$ cat src/rtl/ds_pkg.sv
package ds_pkg;
  localparam int unsigned WORD_W = 9;
  typedef logic [WORD_W-1:0] word_t;
  typedef enum logic [2:0] {
    ST_IDLE, ST_START, ST_DATA, ST_STOP, ST_WAIT_HIGH
  } rx_state_e;
endpackage

$ cat src/rtl/ds_tick_gen.sv
module ds_tick_gen #(
  parameter int unsigned BASE_DIV = 4
) (
  input  logic       clk_i,
  input  logic       rst_ni,
  input  logic [2:0] rate_sel_i,
  input  logic       ext_clk_i,
  output logic       tick_o
);
  localparam int unsigned CW = $clog2(BASE_DIV << 7);

  logic [CW-1:0] div_w, cnt_q;
  logic [2:0]    ext_q;
  logic          int_tick;

  assign div_w    = CW'(BASE_DIV) << (rate_sel_i - 3'd1);
  assign int_tick = (rate_sel_i != 3'd0) && (cnt_q >= div_w - CW'(1));

  always_ff @(posedge clk_i or negedge rst_ni) begin
    if (!rst_ni) begin
      cnt_q <= '0;
      ext_q <= '0;
    end else begin
      ext_q <= {ext_q[1:0], ext_clk_i};
      if (rate_sel_i == 3'd0 || int_tick) cnt_q <= '0;
      else                                cnt_q <= cnt_q + CW'(1);
    end
  end

  assign tick_o = (rate_sel_i == 3'd0) ? (ext_q[1] & ~ext_q[2]) : int_tick;

  AST_TICK_GAP: assert property (@(posedge clk_i) disable iff (!rst_ni)
    (rate_sel_i != 3'd0 && $stable(rate_sel_i) && tick_o) |=> !tick_o);
endmodule

$ cat src/rtl/ds_framer.sv
module ds_framer
  import ds_pkg::*;
(
  input  logic  clk_i,
  input  logic  rst_ni,
  input  logic  rxd_i,
  input  logic  tick_i,
  input  logic  wlen9_i,
  input  logic  break_ack_i,
  output logic  push_o,
  output word_t word_o,
  output logic  break_o
);
  rx_state_e state_q;
  logic [1:0] rx_sync_q;
  logic       rx_s, len9_q, push_q, brk_q;
  logic [3:0] cnt_q, bit_idx_q;
  word_t      sh_q, word_q;

  assign rx_s = rx_sync_q[1];

  always_ff @(posedge clk_i or negedge rst_ni) begin
    if (!rst_ni) begin
      rx_sync_q <= 2'b11;
      state_q   <= ST_IDLE;
      cnt_q     <= '0;
      bit_idx_q <= '0;
      len9_q    <= 1'b0;
      sh_q      <= '0;
      word_q    <= '0;
      push_q    <= 1'b0;
      brk_q     <= 1'b0;
    end else begin
      rx_sync_q <= {rx_sync_q[0], rxd_i};
      push_q    <= 1'b0;
      if (brk_q && break_ack_i && rx_s) brk_q <= 1'b0;
      if (tick_i) begin
        unique case (state_q)
          ST_IDLE: if (!rx_s) begin
            state_q <= ST_START;
            cnt_q   <= '0;
          end
          ST_START: begin
            if (cnt_q == 4'd7) begin
              cnt_q <= '0;
              if (!rx_s) begin      // confirmed start at mid-bit
                state_q   <= ST_DATA;
                bit_idx_q <= '0;
                sh_q      <= '0;
                len9_q    <= wlen9_i;
              end else begin
                state_q <= ST_IDLE; // glitch
              end
            end else cnt_q <= cnt_q + 4'd1;
          end
          ST_DATA: begin
            if (cnt_q == 4'd15) begin
              cnt_q <= '0;
              sh_q[bit_idx_q] <= rx_s;
              if (bit_idx_q == (len9_q ? 4'd8 : 4'd7)) state_q <= ST_STOP;
              else bit_idx_q <= bit_idx_q + 4'd1;
            end else cnt_q <= cnt_q + 4'd1;
          end
          ST_STOP: begin
            if (cnt_q == 4'd15) begin
              cnt_q <= '0;
              if (rx_s) begin
                push_q  <= 1'b1;
                word_q  <= sh_q;
                state_q <= ST_IDLE;
              end else begin
                if (sh_q == '0) brk_q <= 1'b1;
                state_q <= ST_WAIT_HIGH;
              end
            end else cnt_q <= cnt_q + 4'd1;
          end
          ST_WAIT_HIGH: if (rx_s) state_q <= ST_IDLE;
          default: state_q <= ST_IDLE;
        endcase
      end
    end
  end

  assign push_o  = push_q;
  assign word_o  = word_q;
  assign break_o = brk_q;

  AST_PUSH_AFTER_STOP: assert property (@(posedge clk_i) disable iff (!rst_ni)
    push_q |-> $past(state_q == ST_STOP));
  AST_BRK_NO_PUSH: assert property (@(posedge clk_i) disable iff (!rst_ni)
    $rose(brk_q) |-> !push_q);
  AST_BRK_HOLD: assert property (@(posedge clk_i) disable iff (!rst_ni)
    $fell(brk_q) |-> $past(break_ack_i && rx_s));
endmodule

$ cat src/rtl/ds_fifo.sv
module ds_fifo
  import ds_pkg::*;
#(
  parameter int unsigned DEPTH = 4
) (
  input  logic  clk_i,
  input  logic  rst_ni,
  input  logic  push_i,
  input  word_t data_i,
  input  logic  pop_i,
  output word_t head_o,
  output logic  not_empty_o,
  output logic  overrun_o
);
  localparam int unsigned AW = $clog2(DEPTH);
  localparam int unsigned CW = $clog2(DEPTH + 1);

  word_t         mem_q [DEPTH];
  logic [AW-1:0] wr_q, rd_q;
  logic [CW-1:0] count_q;
  logic          full, do_push, do_pop, ovr_q;

  assign full    = (count_q == CW'(DEPTH));
  assign do_push = push_i && !full;
  assign do_pop  = pop_i && (count_q != '0);

  always_ff @(posedge clk_i or negedge rst_ni) begin
    if (!rst_ni) begin
      wr_q    <= '0;
      rd_q    <= '0;
      count_q <= '0;
      ovr_q   <= 1'b0;
      for (int i = 0; i < DEPTH; i++) mem_q[i] <= '0;
    end else begin
      if (push_i && full) ovr_q <= 1'b1;
      if (do_push) begin
        mem_q[wr_q] <= data_i;
        wr_q <= (wr_q == AW'(DEPTH - 1)) ? '0 : wr_q + AW'(1);
      end
      if (do_pop) rd_q <= (rd_q == AW'(DEPTH - 1)) ? '0 : rd_q + AW'(1);
      if (do_push && !do_pop)      count_q <= count_q + CW'(1);
      else if (do_pop && !do_push) count_q <= count_q - CW'(1);
    end
  end

  assign head_o      = mem_q[rd_q];
  assign not_empty_o = (count_q != '0);
  assign overrun_o   = ovr_q;

  AST_NO_OVERFLOW: assert property (@(posedge clk_i) disable iff (!rst_ni)
    count_q <= CW'(DEPTH));
  AST_OVR_STICKY: assert property (@(posedge clk_i) disable iff (!rst_ni)
    ovr_q |=> ovr_q);
  AST_POP_EMPTY: assert property (@(posedge clk_i) disable iff (!rst_ni)
    (pop_i && !push_i && count_q == '0) |=> (count_q == '0));
endmodule

$ cat src/rtl/async_stripper.sv
module async_stripper
  import ds_pkg::*;
#(
  parameter int unsigned BASE_DIV   = 4,
  parameter int unsigned FIFO_DEPTH = 4
) (
  input  logic              clk_i,
  input  logic              rst_ni,
  input  logic              rxd_i,
  input  logic              wlen9_i,
  input  logic [2:0]        rate_sel_i,
  input  logic              ext_clk_i,
  input  logic              pop_i,
  input  logic              break_ack_i,
  output logic [WORD_W-1:0] head_o,
  output logic              not_empty_o,
  output logic              break_o,
  output logic              overrun_o
);
  logic  tick, push;
  word_t word;

  ds_tick_gen #(.BASE_DIV(BASE_DIV)) u_tick (
    .clk_i, .rst_ni, .rate_sel_i, .ext_clk_i, .tick_o(tick)
  );

  ds_framer u_framer (
    .clk_i, .rst_ni, .rxd_i, .tick_i(tick), .wlen9_i, .break_ack_i,
    .push_o(push), .word_o(word), .break_o
  );

  ds_fifo #(.DEPTH(FIFO_DEPTH)) u_fifo (
    .clk_i, .rst_ni, .push_i(push), .data_i(word), .pop_i,
    .head_o, .not_empty_o, .overrun_o
  );
endmodule

$ cat config.mk
export PLATFORM = sky130hd
export DESIGN_NAME = async_stripper
export DESIGN_NICKNAME = d
export VERILOG_FILES = /design/src/rtl/ds_pkg.sv /design/src/rtl/ds_tick_gen.sv /design/src/rtl/ds_framer.sv /design/src/rtl/ds_fifo.sv /design/src/rtl/async_stripper.sv
export SDC_FILE = /design/constraint.sdc
export NUM_CORES = 1
export LEC_CHECK = 0
export ABC_AREA = 0
export BUFFER_PORTS_ARGS = -buffer_cell sky130_fd_sc_hd__buf_2
export CAP_MARGIN = 5
export CORE_ASPECT_RATIO = 1.2
export CORE_UTILIZATION = 25
export DETAILED_ROUTE_END_ITERATION = 12
export PLACE_DENSITY_LB_ADDON = 0.1
export SYNTH_ARGS = -nofsm -noshare
export SYNTH_HDL_FRONTEND = slang
export SYNTH_SLANG_ARGS = --single-unit
$ cat constraint.sdc
create_clock -name clk_i -period 3.1 [get_ports clk_i]
set_clock_uncertainty 0.15 [all_clocks]
set_input_delay 0.31 -clock clk_i [delete_from_list [all_inputs] [get_ports clk_i]]
set_output_delay 0.31 -clock clk_i [all_outputs]
set_load 0.005 [all_outputs]
=== Word-level counts from Yosys, hierarchy flattened ===
Cells that the tools add are included.

* Register bits: 90
* Input bits: 10
* Output and inout port bits: 12
* Logic and storage cells: 134

* Add/sub/neg operators: 9
* $lt $le $gt $ge: 6
* Eq/ne operators: 18
* Shifts and indexed selects: 1
* Muxes and demuxes: 47
* Bitwise operators: 5
* Reduce and logical (&&, ||, !) cells: 29

{| class="wikitable"
|+ Operators with widths
! kind !! number
|-
| 2-to-1 mux 9 bit || 7
|-
| bitwise mux 36 bit || 1
|-
| 2-to-1 mux 4 bit || 7
|-
| 2-to-1 mux 3 bit || 9
|-
| binary-select mux 9 bit (select 2 bit) || 1
|-
| demux 9 bit (select 2 bit) || 1
|-
| case mux 9 bit (2 select lines) || 1
|-
| case mux 3 bit (5 select lines) || 1
|-
| 2-to-1 mux 1 bit || 12
|-
| case mux 4 bit (3 select lines) || 1
|-
| logical AND 1 bit || 10
|-
| != test 2 x 1 -> 1 bit (second input constant) || 5
|-
| adder 9 x 1 -> 9 bit (second input constant) || 1
|-
| bitwise mux 9 bit || 1
|-
| >= comparator 9 bit || 1
|-
| zero test 9 bit || 1
|-
| nonzero test 3 bit || 3
|-
| left shift 3 x 3 -> 9 bit (first input constant) || 1
|-
| subtractor 9 x 1 -> 9 bit (second input constant) || 1
|-
| adder 4 x 1 -> 4 bit (second input constant) || 2
|-
| case mux 4 bit (2 select lines) || 1
|-
| AND reduction 4 bit || 2
|-
| AND reduction 7 bit || 1
|-
| equality test 3 x 2 -> 1 bit (second input constant) || 2
|-
| 27 further kinds || 42
|}

=== Depth between registers and ports, before layout ===
* Depth in word-level cells: 8
* Gate-level depth with buffers: 15
* Gate-level depth less buffers: 13

=== Modules after synthesis ===
Synthesis repeated with hierarchy kept, for this count alone.

* Cell total of the unflattened synthesis: 369
* Area total of the unflattened synthesis: 4652.0 µm²

{| class="wikitable"
|+ By module, submodules not included
! module !! instances !! cells an instance !! area an instance (µm²) !! sequential area each (µm²)
|-
| ds_fifo || 1 || 125 || 2000.7 || 1101.1
|-
| ds_framer || 1 || 164 || 1791.7 || 853.3
|-
| ds_tick_gen || 1 || 80 || 859.6 || 300.3
|}

=== Least setup slack after synthesis ===
No wires, ideal clock.

* Path kind: input to register
* From: in rate_sel_i[1]
* To: reg u_framer.bit_idx_q[2]
* Library setup time: 0.121 ns
* Data arrival time: 3.048 ns
* Required time: 2.829 ns
* Setup slack: -0.218 ns
* Stages: 14
* Path buffers: 2
* Path through: nor2_1 -> ha_1 -> clkbuf_1 -> nand3b_1 -> ha_1 -> nor2_1 -> a22oi_1 -> ha_1 -> nand4_1 -> a31oi_4 -> o21ai_2 -> buf_2 -> or4_1 -> a22o_1

* Cells in the longest elaborated chain, start to end: 7
* Elaborated cells on any way between the ends: 9
* Classes of those cells: add/sub (2); order compare (1); shift (1); mux (1); reduce/logical (4)

{| class="wikitable"
|+ Ends and longest elaborated chain
! what !! line !! text
|-
| start, declared || async_stripper.sv:11 || <nowiki>input logic [2:0] rate_sel_i,</nowiki>
|-
| subtractor 3 x 1 -> 3 bit || ds_tick_gen.sv:16 || <nowiki>assign div_w = CW'(BASE_DIV) << (rate_sel_i - 3'd1);</nowiki>
|-
| left shift 3 x 3 -> 9 bit || ds_tick_gen.sv:16 ||
|-
| subtractor 9 x 1 -> 9 bit || ds_tick_gen.sv:17 || <nowiki>assign int_tick = (rate_sel_i != 3'd0) && (cnt_q >= div_w - CW'(1));</nowiki>
|-
| >= comparator 9 bit || ds_tick_gen.sv:17 ||
|-
| logical AND 1 bit || ds_tick_gen.sv:17 ||
|-
| 2-to-1 mux 1 bit * || ds_tick_gen.sv:30 || <nowiki>assign tick_o = (rate_sel_i == 3'd0) ? (ext_q[1] & ~ext_q[2]) : int_tick;</nowiki>
|-
| AND reduction 6 bit (no line) * || n/a ||
|-
| end signal, assigned || ds_framer.sv:61 || <nowiki>else bit_idx_q <= bit_idx_q + 4'd1;</nowiki>
|-
| end, declared || ds_framer.sv:17 || <nowiki>logic [3:0] cnt_q, bit_idx_q;</nowiki>
|}

Every way passes the cells marked *; elsewhere a longest branch is shown, timed or not.
A chain may end at the register's enable or synchronous reset.

=== Worst setup path after layout ===
Ends and elaborated chain as after synthesis.

==> flow_metrics.tcl <==
set metrics [dict create \
    gp_congestion 0.727 \
    pwr-share-seq 0.471 \
    timing.hold.worst.start "wlen9_i" \
    cts_buffers 9 \
    setup_violations 0 \
    synth.top_cell.area_share 0.486 \
    drt-initial-drc-count 103 \
    number_of_synthesized_register_bits 90 \
    synth-edff-count 0 \
    cts_tree "done" \
    postSynthAreaPerCell_um2 12.0 \
    share_of_cells_above_drive_strength_1 0.324 \
    final.min_clock_period_ns 2.96 \
    yosysUniqueCellTypes 55 \
    worst_path_largest_cell_delay_ns 0.51 \
    ctsRootBufferMaster "clkbuf_16" \
    slew-limit-headroom 0.515 \
    avgViaCountPerCell 4.71 \
    combinationalPowerShare 0.173 \
    layout-area-overhead-vs-synth_pct 18.2 \
    power.switching_uw 940 \
    worst_r2r_startpoint "u_tick.cnt_q[3]" \
    hold_viol 0 \
    synth_area_leaders "dfrtp_1, mux2_2, ha_1, mux4_2, nor2_1" \
    final.fill_count 1813 \
    cts-root-to-sink-buffers 2 \
    placement.io_buffers 21 \
    grt_pass1_wl_mm 16.3 \
    drcViolationCount 4 \
    layout_worst_path_cycle_share 0.955 \
    cts.sinks 90 \
    unrepaired_setup_endpoints_after_global_routing "no" \
    detailedPlacementHpwl_mm 6.69 \
    cell_area_after_synthesis_um2 4530 \
    critPathArrivalTime_ns 3.05 \
    commonest_register_cell_after_synthesis "dfrtp_1" \
    fin_util 0.303 \
    detail_route.wirelength_mm 9.57 \
    crit_slowest_cell "or4_1" \
    p_int_mw 2.14 \
    cellLeakagePower_nw 2.48 \
    nNetsFinal 447 \
    rows 53 \
    path_clk_slew_ns 0.07 \
    core-area_um2 17600 \
    critPathCaptureType "flip-flop" \
    timing.fmax_mhz 338 \
    crit_path_cell_trace "buf_2 -> nor2_2 -> ha_1 -> nand3b_1 -> ha_4 -> xor2_1 -> ha_1 -> o2111ai_2 -> a31oi_4 -> o21ai_4 -> buf_12 -> or4_1 -> a22o_1" \
    vdd_drop_max_v 0.000221 \
    pin_count 22 \
    cp-start-kind "input port" \
    synth.most_common_cell "dfrtp_1" \
    floorplan.initialDensity 0.257 \
    die-width_um 125 \
    drv_slew 0 \
    synth_area_leader_cell "dfrtp_1" \
    synth_fp_nets 408 \
    detail_route.first_pass.iterations 8 \
    grt_use_total 0.112 \
    clk_latency_ns 0.34 \
    grt_max_degree 91 \
    drv_cap 0 \
    detailroute.via_count 3013 \
    ys_async_sr_fraction 1.00 \
    htree_num_levels 3 \
    grt_pass1_vias 3188 \
    power.density_cell_area_nw_per_um2 575 \
    timing.critical_path.from "rate_sel_i[1]" \
    ys.warnings.count 0 \
    ant_nets 0 \
    cp.required_ns 3.19 \
    critical_path_peak_fanout 7 \
    diodes 0 \
    path_common_cell "ha_1" \
    die-area_um2 18700 \
    p_sw_frac 0.305 \
    violations "DRC" \
    power.clock.fraction 0.356 \
    worst_max_slew_pin_slew_ns 0.727 \
    grt_antenna_before_repair 0 \
    overall_die_height_um 149 \
    synth_commonest_cells "dfrtp_1, mux2_2, nor2_1, nand2_1" \
    layout.area.seq_um2 2250 \
    outcome "finished with violations" \
    overflow 0 \
    setup-tns-final_ns 0 \
    ys_seq_area_frac 0.498 \
    multi_input_comb_area_um2 2160 \
    drt-wirelength-per-cell_um 15.0 \
    hold_crit_class "input port to flip-flop" \
    critical_path_class "input port to flip-flop" \
    synthCells 376 \
]
cell families (layout without fill, tap and decap cells):
logic type	count (synthesis)	after routing	synth area share
AOI/OAI and AO/OA	65	65	0.0967
xor gates and xnor gates	11	11	0.0213
and+or+nand+nor	101	101	0.116
buffers and inverters	27	71	0.0343
DFF	90	90	0.498
muxes	60	60	0.171
adders and majority gates	22	22	0.0624
metal layers:
| metal | track usage | up-vias | wire, um |
|---|---|---|---|
| met1 | 0.134 | 1496 | 4420 |
| met4 | 0.0537 | 0 | 209 |
| met2 | 0.191 | 50 | 4670 |
| li1 | - | 1455 | - |
| met3 | 0.0261 | 12 | 276 |
| met5 | 0 | - | 0 |
worst paths after layout:
kind / end / slack [ns] / cells after the start
max in group asynchronous: u_fifo.mem_q[32] / 2.01 / 3
setup / recovery: u_framer.bit_idx_q[2] / 0.14 / 13
min in group asynchronous: u_fifo.wr_q[1] / 0.40 / 3
setup reg to reg: u_framer.bit_idx_q[2] / 0.63 / 7
hold reg to reg: u_tick.ext_q[1] / 0.20 / 0
hold / removal: u_framer.len9_q / 0.05 / 2
placed cells by master (no fill, tap or decap), types with 3 or more instances in the layout:
cell type,count
buf_4,17
o41ai_1,5
nor2_1,26
buf_12,3
nor2b_1,4
mux2_2,50
o31ai_1,6
xor2_1,9
nor3_1,7
dfrtp_1,88
a21oi_1,14
inv_1,12
mux4_2,9
clkbuf_16,9
dlygate4sd3_1,3
nand4_1,5
or3_1,3
ha_1,20
nand3_1,8
nand2_1,24
o21ai_2,3
o21ai_0,21
buf_2,20
nand2b_1,4
per-stage QoR:
step | std cells | hold slack [ns] | power (mW) | setup WS [ns] | area [um^2]
floorplan | 376 | -0.136 | 1.82 | -0.0442 | 4550
global placement | 620 | 0.182 | 1.99 | -0.272 | 4960
detailed placement | 620 | 0.185 | 2.00 | -0.322 | 4960
CTS | 639 | 0.0309 | 3.13 | 0.0437 | 5290
global route | 640 | 0.0414 | 3.28 | 0.00513 | 5350
finish | 640 | 0.0469 | 3.08 | 0.138 | 5350
critical path, delay by kind of cell:
| family | cells | cell delay [ns] |
|---|---|---|
| AOI/OAI and AO/OA | 4 | 0.72 |
| xor gates and xnor gates | 1 | 0.16 |
| and+or+nand+nor | 3 | 0.69 |
| adders and majority gates | 3 | 0.89 |
| buffers and inverters | 2 | 0.26 |
timing repair:
item | 4_1_cts | 5_1_grt
setup endpoints to repair | 0 | 19
hold endpoints to repair | 90 | 0
hold buffers | 3 | 0
resized for setup | 0 | 7
buffers inserted | 0 | 1
registers in the layout (all words and copies together) (netlist names), 3 cells and up:
signal,cells
u_framer.word_o,9
u_framer.sh_q,9
u_framer.cnt_q,4
u_fifo.mem_q,36
u_tick.cnt_q,9
u_fifo.count_q,3
u_framer.bit_idx_q,4
u_framer.state_q,3
u_tick.ext_q,3
power groups by stage:
stage               registers (mW)  clock network (mW)  logic [mW]
floorplan                     1.37                   0       0.453
global placement              1.48                   0       0.510
detailed placement            1.48                   0       0.524
CTS                           1.46                1.14       0.529
global route                  1.48                1.19       0.613
finish                        1.45                1.09       0.532
final cells by class:
type | count | share of cell area
clock buffers | 11 | 0.0472
clock inverters | 5 | 0.00842
inverters | 12 | 0.00842
multi-input cells | 259 | 0.404
flip-flops and latches | 90 | 0.421
well taps | 220 | 0.0514
repair buffers | 43 | 0.0594
Power figures use the tool's default switching activity.
